--- src/rtl/flash_cmd_pkg.sv ---
package flash_cmd_pkg;
  typedef enum logic [2:0] {
    SQ_IDLE, SQ_KEY1, SQ_KEY2, SQ_PGM, SQ_EKEY0, SQ_EKEY1, SQ_EKEY2
  } seq_e;

  localparam int unsigned CMD_AW = 15;
  localparam logic [CMD_AW-1:0] KEY_ADDR_A = 15'h5555;
  localparam logic [CMD_AW-1:0] KEY_ADDR_B = 15'h2AAA;

  localparam logic [7:0] KEY_A        = 8'hAA;
  localparam logic [7:0] KEY_B        = 8'h55;
  localparam logic [7:0] OP_PROG      = 8'hA0;
  localparam logic [7:0] OP_ERASE_PRE = 8'h80;
  localparam logic [7:0] OP_ID_ENTER  = 8'h90;
  localparam logic [7:0] OP_ID_EXIT   = 8'hF0;
  localparam logic [7:0] OP_ERASE_ALL = 8'h10;
  localparam logic [7:0] OP_LOCK      = 8'h40;
endpackage

--- src/rtl/flash_boot_guard.sv ---
module flash_boot_guard #(
  parameter int unsigned ADDR_W   = 20,
  parameter int unsigned BOOT_AW  = 14,
  parameter bit          TOP_BOOT = 1'b0
) (
  input  logic [ADDR_W-1:0] addr,
  input  logic              locked,
  input  logic              override,
  output logic              deny,
  output logic              keep
);
  localparam int unsigned HI_W = ADDR_W - BOOT_AW;

  logic [HI_W-1:0] hi;
  logic            in_boot;

  assign hi = addr[ADDR_W-1:BOOT_AW];

  generate
    if (TOP_BOOT) begin : g_top
      assign in_boot = &hi;
    end else begin : g_bottom
      assign in_boot = ~|hi;
    end
  endgenerate

  assign keep = locked & ~override;
  assign deny = keep & in_boot;
endmodule

--- src/rtl/flash_id_rom.sv ---
module flash_id_rom #(
  parameter int unsigned ADDR_W   = 20,
  parameter logic [7:0]  MFR_CODE = 8'h1F,
  parameter logic [7:0]  DEV_CODE = 8'h23
) (
  input  logic              id_mode,
  input  logic [ADDR_W-1:0] rd_addr,
  input  logic              locked,
  output logic [7:0]        id_data
);
  always_comb begin
    id_data = 8'h00;
    if (id_mode) begin
      if (rd_addr == ADDR_W'(0))      id_data = MFR_CODE;
      else if (rd_addr == ADDR_W'(1)) id_data = DEV_CODE;
      else if (rd_addr == ADDR_W'(2)) id_data = {7'b0, locked};
    end
  end

  // nothing but zero leaves the table outside identification mode
  always_comb begin
    a_r9_quiet_outside: assert (id_mode || id_data == 8'h00);
  end
endmodule

--- src/rtl/flash_seq_fsm.sv ---
module flash_seq_fsm
  import flash_cmd_pkg::*;
#(
  parameter int unsigned ADDR_W = 20
) (
  input  logic              clk,
  input  logic              rst_n,
  input  logic              acc,
  input  logic [ADDR_W-1:0] addr,
  input  logic [7:0]        data,
  input  logic              deny,
  input  logic              keep_in,
  output logic              go_prog,
  output logic              go_erase,
  output logic              go_lock,
  output logic              keep_out,
  output logic              id_mode,
  output logic [ADDR_W-1:0] pgm_addr,
  output logic [7:0]        pgm_data
);
  seq_e st;
  logic hit_a, hit_b;

  assign hit_a = (addr[CMD_AW-1:0] == KEY_ADDR_A);
  assign hit_b = (addr[CMD_AW-1:0] == KEY_ADDR_B);

  always_ff @(posedge clk or negedge rst_n) begin
    if (!rst_n) begin
      st       <= SQ_IDLE;
      id_mode  <= 1'b0;
      go_prog  <= 1'b0;
      go_erase <= 1'b0;
      go_lock  <= 1'b0;
      keep_out <= 1'b0;
      pgm_addr <= '0;
      pgm_data <= '0;
    end else begin
      go_prog  <= 1'b0;
      go_erase <= 1'b0;
      go_lock  <= 1'b0;
      if (acc) begin
        st <= SQ_IDLE;
        case (st)
          SQ_IDLE: begin
            if (hit_a && data == KEY_A) st <= SQ_KEY1;
            else if (data == OP_ID_EXIT) id_mode <= 1'b0;
          end
          SQ_KEY1: if (hit_b && data == KEY_B) st <= SQ_KEY2;
          SQ_KEY2: begin
            if (hit_a) begin
              case (data)
                OP_PROG:      st <= SQ_PGM;
                OP_ERASE_PRE: st <= SQ_EKEY0;
                OP_ID_ENTER:  id_mode <= 1'b1;
                OP_ID_EXIT:   id_mode <= 1'b0;
                default:      ;
              endcase
            end
          end
          SQ_PGM: begin
            go_prog  <= ~deny;
            pgm_addr <= addr;
            pgm_data <= data;
          end
          SQ_EKEY0: if (hit_a && data == KEY_A) st <= SQ_EKEY1;
          SQ_EKEY1: if (hit_b && data == KEY_B) st <= SQ_EKEY2;
          SQ_EKEY2: begin
            if (hit_a && data == OP_ERASE_ALL) begin
              go_erase <= 1'b1;
              keep_out <= keep_in;
            end
            if (hit_a && data == OP_LOCK) go_lock <= 1'b1;
          end
          default: ;
        endcase
      end
    end
  end

  // command pulses never coincide
  a_r12_one_cmd: assert property (@(posedge clk) disable iff (!rst_n)
    $onehot0({go_prog, go_erase, go_lock}));

  // a pulse lasts one cycle
  a_r12_single_cycle: assert property (@(posedge clk) disable iff (!rst_n)
    (go_prog || go_erase || go_lock) |=> !(go_prog || go_erase || go_lock));

  // a command only follows an accepted write
  a_r1_cmd_needs_write: assert property (@(posedge clk) disable iff (!rst_n)
    (go_prog || go_erase || go_lock) |-> $past(acc));

  // identification mode only moves on an accepted write
  a_r1_id_stable: assert property (@(posedge clk) disable iff (!rst_n)
    !$past(acc) |-> $stable(id_mode));

  // leaving a sequence always passes through idle first
  a_r6_no_skip: assert property (@(posedge clk) disable iff (!rst_n)
    (acc && st == SQ_KEY1) |=> (st == SQ_IDLE || st == SQ_KEY2));
endmodule

--- src/rtl/flash_cmd_decoder.sv ---
module flash_cmd_decoder #(
  parameter int unsigned ADDR_W     = 20,
  parameter int unsigned BOOT_AW    = 14,
  parameter bit          TOP_BOOT   = 1'b0,
  parameter logic [7:0]  MFR_CODE   = 8'h1F,
  parameter logic [7:0]  DEV_BOTTOM = 8'h23,
  parameter logic [7:0]  DEV_TOP    = 8'h27
) (
  input  logic              clk,
  input  logic              rst_n,
  input  logic              wr_valid,
  output logic              wr_ready,
  input  logic [ADDR_W-1:0] wr_addr,
  input  logic [7:0]        wr_data,
  input  logic              busy,
  input  logic              boot_locked,
  input  logic              lock_override,
  input  logic [ADDR_W-1:0] rd_addr,
  output logic [7:0]        id_data,
  output logic              id_mode,
  output logic              prog_pulse,
  output logic [ADDR_W-1:0] prog_addr,
  output logic [7:0]        prog_data,
  output logic              erase_pulse,
  output logic              erase_keep_boot,
  output logic              lock_pulse
);
  localparam logic [7:0] DEV_CODE = TOP_BOOT ? DEV_TOP : DEV_BOTTOM;

  logic acc, deny, keep;

  assign wr_ready = ~busy;
  assign acc      = wr_valid & wr_ready;

  flash_boot_guard #(
    .ADDR_W(ADDR_W), .BOOT_AW(BOOT_AW), .TOP_BOOT(TOP_BOOT)
  ) u_guard (
    .addr(wr_addr), .locked(boot_locked), .override(lock_override),
    .deny(deny), .keep(keep)
  );

  flash_seq_fsm #(.ADDR_W(ADDR_W)) u_fsm (
    .clk(clk), .rst_n(rst_n), .acc(acc), .addr(wr_addr), .data(wr_data),
    .deny(deny), .keep_in(keep),
    .go_prog(prog_pulse), .go_erase(erase_pulse), .go_lock(lock_pulse),
    .keep_out(erase_keep_boot), .id_mode(id_mode),
    .pgm_addr(prog_addr), .pgm_data(prog_data)
  );

  flash_id_rom #(
    .ADDR_W(ADDR_W), .MFR_CODE(MFR_CODE), .DEV_CODE(DEV_CODE)
  ) u_rom (
    .id_mode(id_mode), .rd_addr(rd_addr), .locked(boot_locked),
    .id_data(id_data)
  );

  // a protected program never reaches the engine
  a_r10_boot_guarded: assert property (@(posedge clk) disable iff (!rst_n)
    (prog_pulse && $past(boot_locked && !lock_override)) |->
      !(TOP_BOOT ? (&prog_addr[ADDR_W-1:BOOT_AW])
                 : (~|prog_addr[ADDR_W-1:BOOT_AW])));

  // nothing is issued the cycle after a busy write slot
  a_r1_busy_blocks: assert property (@(posedge clk) disable iff (!rst_n)
    $past(busy) |-> !(prog_pulse || erase_pulse || lock_pulse));
endmodule

--- config.mk ---
export PLATFORM = sky130hd
export DESIGN_NAME = flash_cmd_decoder
export DESIGN_NICKNAME = d
export VERILOG_FILES = /design/src/rtl/flash_cmd_pkg.sv /design/src/rtl/flash_boot_guard.sv /design/src/rtl/flash_id_rom.sv /design/src/rtl/flash_seq_fsm.sv /design/src/rtl/flash_cmd_decoder.sv
export SDC_FILE = /design/constraint.sdc
export NUM_CORES = 1
export LEC_CHECK = 0
export BUFFER_PORTS_ARGS = -buffer_cell sky130_fd_sc_hd__buf_2
export CAP_MARGIN = 20
export CELL_PAD_IN_SITES_DETAIL_PLACEMENT = 1
export CELL_PAD_IN_SITES_GLOBAL_PLACEMENT = 1
export CORE_ASPECT_RATIO = 0.8
export CORE_UTILIZATION = 33
export DETAILED_ROUTE_END_ITERATION = 7
export MAX_ROUTING_LAYER = met4
export PLACE_DENSITY_LB_ADDON = 0.1
export SLEW_MARGIN = 5
export SYNTH_ARGS = -nofsm -noshare
export SYNTH_HDL_FRONTEND = slang
export SYNTH_SLANG_ARGS = --single-unit
--- constraint.sdc ---
create_clock -name clk -period 2.2 [get_ports clk]
set_clock_uncertainty 0.2 [all_clocks]
set_input_delay 0.55 -clock clk [delete_from_list [all_inputs] [get_ports clk]]
set_output_delay 0.55 -clock clk [all_outputs]
set_load 0.05 [all_outputs]
==> results.json <==
{
  "routed_wl_mm": 5.660,
  "drt_iter0_markers": 59,
  "fillerInstances": 563,
  "tightest_slew_ns": 0.8298,
  "grt_antenna_before_repair": 0,
  "rr_worst_depth": 4,
  "grt_pass1_vias": 1768,
  "yosysSeqAreaShare": 0.5121,
  "synth_cell_types": 37,
  "clock_latency_ns": 0.28,
  "grt_max_degree": 37,
  "dieArea_mm2": 0.005629,
  "clk_pin_slew_ns": 0.07,
  "preCtsSetupSlack_ns": -0.3595,
  "avgSynthCellArea_um2": 12.22,
  "rr_endpoint": "u_fsm.keep_out",
  "pin_count": 96,
  "nNetsFinal": 311,
  "drive_above_1_share": 0.6550,
  "synth_flop_cell": "dfrtp_1",
  "finalSetupViolations": 6,
  "ys.warnings.count": 0,
  "max_freq_ghz": 0.4072,
  "num_vias": 1640,
  "async_flop_share": 1.000,
  "r2r_slack_ns": 0.18,
  "die_w_um": 83.63,
  "initial_core_util": 0.3473,
  "worst_slack_ns": -0.2556,
  "utilization": 0.5410,
  "synth-compound-area-share": 0.04836,
  "ir_worst_vdd_mv": 0.3231,
  "muxShareOfSynthArea": 0.1814,
  "worstPathArrival_ns": 1.71,
  "synth-simple-area-share": 0.2176,
  "slew_violations": 0,
  "cp-end-kind": "primary output",
  "core_area_mm2": 0.005065,
  "firstDrtPassIters": 6,
  "cts.sinks": 36,
  "synth-xor-area-share": 0,
  "rsz0062_at_grt": "true",
  "die_height_um": 67.31,
  "required_ns": 1.45,
  "r2r_start": "u_fsm.st[0]",
  "maxCapViolations": 0,
  "relSlewSlack": 0.4468,
  "synth_seq_cells": 36,
  "cts_max_level": 2,
  "fin_tns_setup_ns": -1.313,
  "fin_hold_ws_ns": 0.1582,
  "yosys.area_share.adder": 0,
  "grt-ovfl-total": 0,
  "drt-vias-per-instance": 5.125,
  "grt_pass1_wl_mm": 8.901,
  "status": "complete, but fails checks",
  "area_delta_synth_final_pct": 55.76,
  "cts_tree": "yes",
  "hp-class": "input port to async pin",
  "ant_nets": 0,
  "leakage_nw": 1.446,
  "cp_max_fo": 3,
  "crit_start": "rd_addr[3]",
  "gp_congestion": 0.8567,
  "syn_area_mm2": 0.001759,
  "power_mw": 1.278,
  "avgRoutedWirePerCell_um": 17.69,
  "place_hpwl_mm": 4.339,
  "antenna_cells": 0,
  "synth_top_family_by_area": "simple AND/OR/NAND/NOR gates",
  "drc": 0,
  "grt_use_total": 0.2181,
  "rows": 23,
  "portBuffers": 93,
  "critical_path_class": "input port to primary output",
  "clockRootBuffer": "clkbuf_8",
  "post-route-period-util": 1.116,
  "hold_viol_final": 0,
  "synth_edf_count": 0,
  "period_minus_slack_ns": 2.456,
  "pwr_density_cell_mw_per_mm2": 466.3,
  "start_kind": "input port",
  "clock_path_buffers": 2,
  "synthCells": 144,
  "cts_buffers": 5,
  "violations": "setup timing"
}
## sequential cells by signal, summed over array words and instances, names as in the netlist
register,count
u_fsm.pgm_addr,20
u_fsm.go_lock,1
u_fsm.pgm_data,8
u_fsm.go_erase,1
u_fsm.keep_out,1
u_fsm.st,3
u_fsm.go_prog,1
u_fsm.id_mode,1
## what timing repair did
| item | CTS | global route |
|---|---|---|
| hold buffers | 0 | 0 |
| endpoints found under the hold margin | 0 | 0 |
| setup endpoints to repair | 6 | 7 |
| pin swaps | 6 | 4 |
| gates resized for setup | 24 | 7 |
| setup buffers | 2 | 0 |
## power breakdown
group	switching, mW	internal, mW	total [mW]
Sequential	0.0000000477	0.661	0.661
Clock	0.239	0.220	0.460
Combinational	0.0852	0.0716	0.157
## routing by layer
metal | global-route usage | vias up | share of wire
met5 | - | - | 0
met4 | 0.09322 | 0 | 0.020
met3 | 0.04156 | 11 | 0.045
met2 | 0.3892 | 58 | 0.51
met1 | 0.2449 | 805 | 0.42
li1 | - | 766 | -
## metrics by stage
| stage | std cells | instance area (um2) |
|---|---|---|
| finish | 320 | 2740 |
| global route | 320 | 2740 |
| CTS | 320 | 2693 |
| floorplan | 145 | 1842 |
| global placement | 310 | 2482 |
| detailed placement | 310 | 2482 |
## cell families after synthesis
kind of cell    after synthesis
compound gates               13
other cells                   1
buf+inv                      14
mux                          28
flops                        36
simple gates                 52
## how the worst max path moves through the flow
stage / endpoint / slack (ns) / depth (start not counted)
after global placement: id_data[4] / -0.29 / 5
final: id_data[4] / -0.26 / 6
after global routing: id_data[2] / -0.34 / 6
after detailed placement: id_data[5] / -0.36 / 6
after CTS: id_data[2] / -0.30 / 6
after floorplan: id_data[3] / -0.57 / 4
## cell usage in the layout (no fill, tap or decap), types with 2 or more instances in the layout
| cell type | instances |
|---|---|
| buf_2 | 79 |
| dfrtp_1 | 35 |
| mux2_2 | 27 |
| buf_4 | 18 |
| buf_6 | 15 |
| nor4_1 | 7 |
| nor4_4 | 5 |
| inv_1 | 5 |
| clkbuf_8 | 5 |
| nand2b_1 | 4 |
| nand4b_1 | 4 |
| or4bb_1 | 4 |
| nand2_1 | 3 |
| nor2_1 | 3 |
| o21ai_0 | 3 |
| nor2b_1 | 2 |
| or4_1 | 2 |
| and3_2 | 2 |
| nand4_1 | 2 |
| a31oi_1 | 2 |
| o211ai_1 | 2 |
| conb_1 | 2 |
| clkinv_2 | 2 |
## critical path, stage by stage
cell,delay (ns)
buf_6,0.09
nor4_4,0.28
nand2_1,0.10
buf_6,0.14
nor4_4,0.32
buf_6,0.21
## final cells by class
cell class,instances,area (um2),share of cell area
tap,62,77.57,0.02831
clock inverter,3,18.77,0.006849
clock buffer,5,68.82,0.02511
sequential,36,902.1,0.3292
multi-input combinational,95,919.6,0.3356
inverter,5,18.77,0.006849
timing repair buffer,114,734.5,0.2680
## Yosys cell counts, types with 3 or more instances
master,count,share of area
mux2_2,27,0.17
nand2b_1,4,0.014
inv_1,5,0.011
dfrtp_1,36,0.51
nor3_1,3,0.0085
nor4_1,11,0.039
or4bb_1,4,0.026
buf_4,4,0.017
nand2_1,3,0.0064
o21ai_0,3,0.0085
nor2_1,3,0.0064
clkbuf_1,5,0.011
nand4b_1,4,0.020
Power figures use the tool's default switching activity.
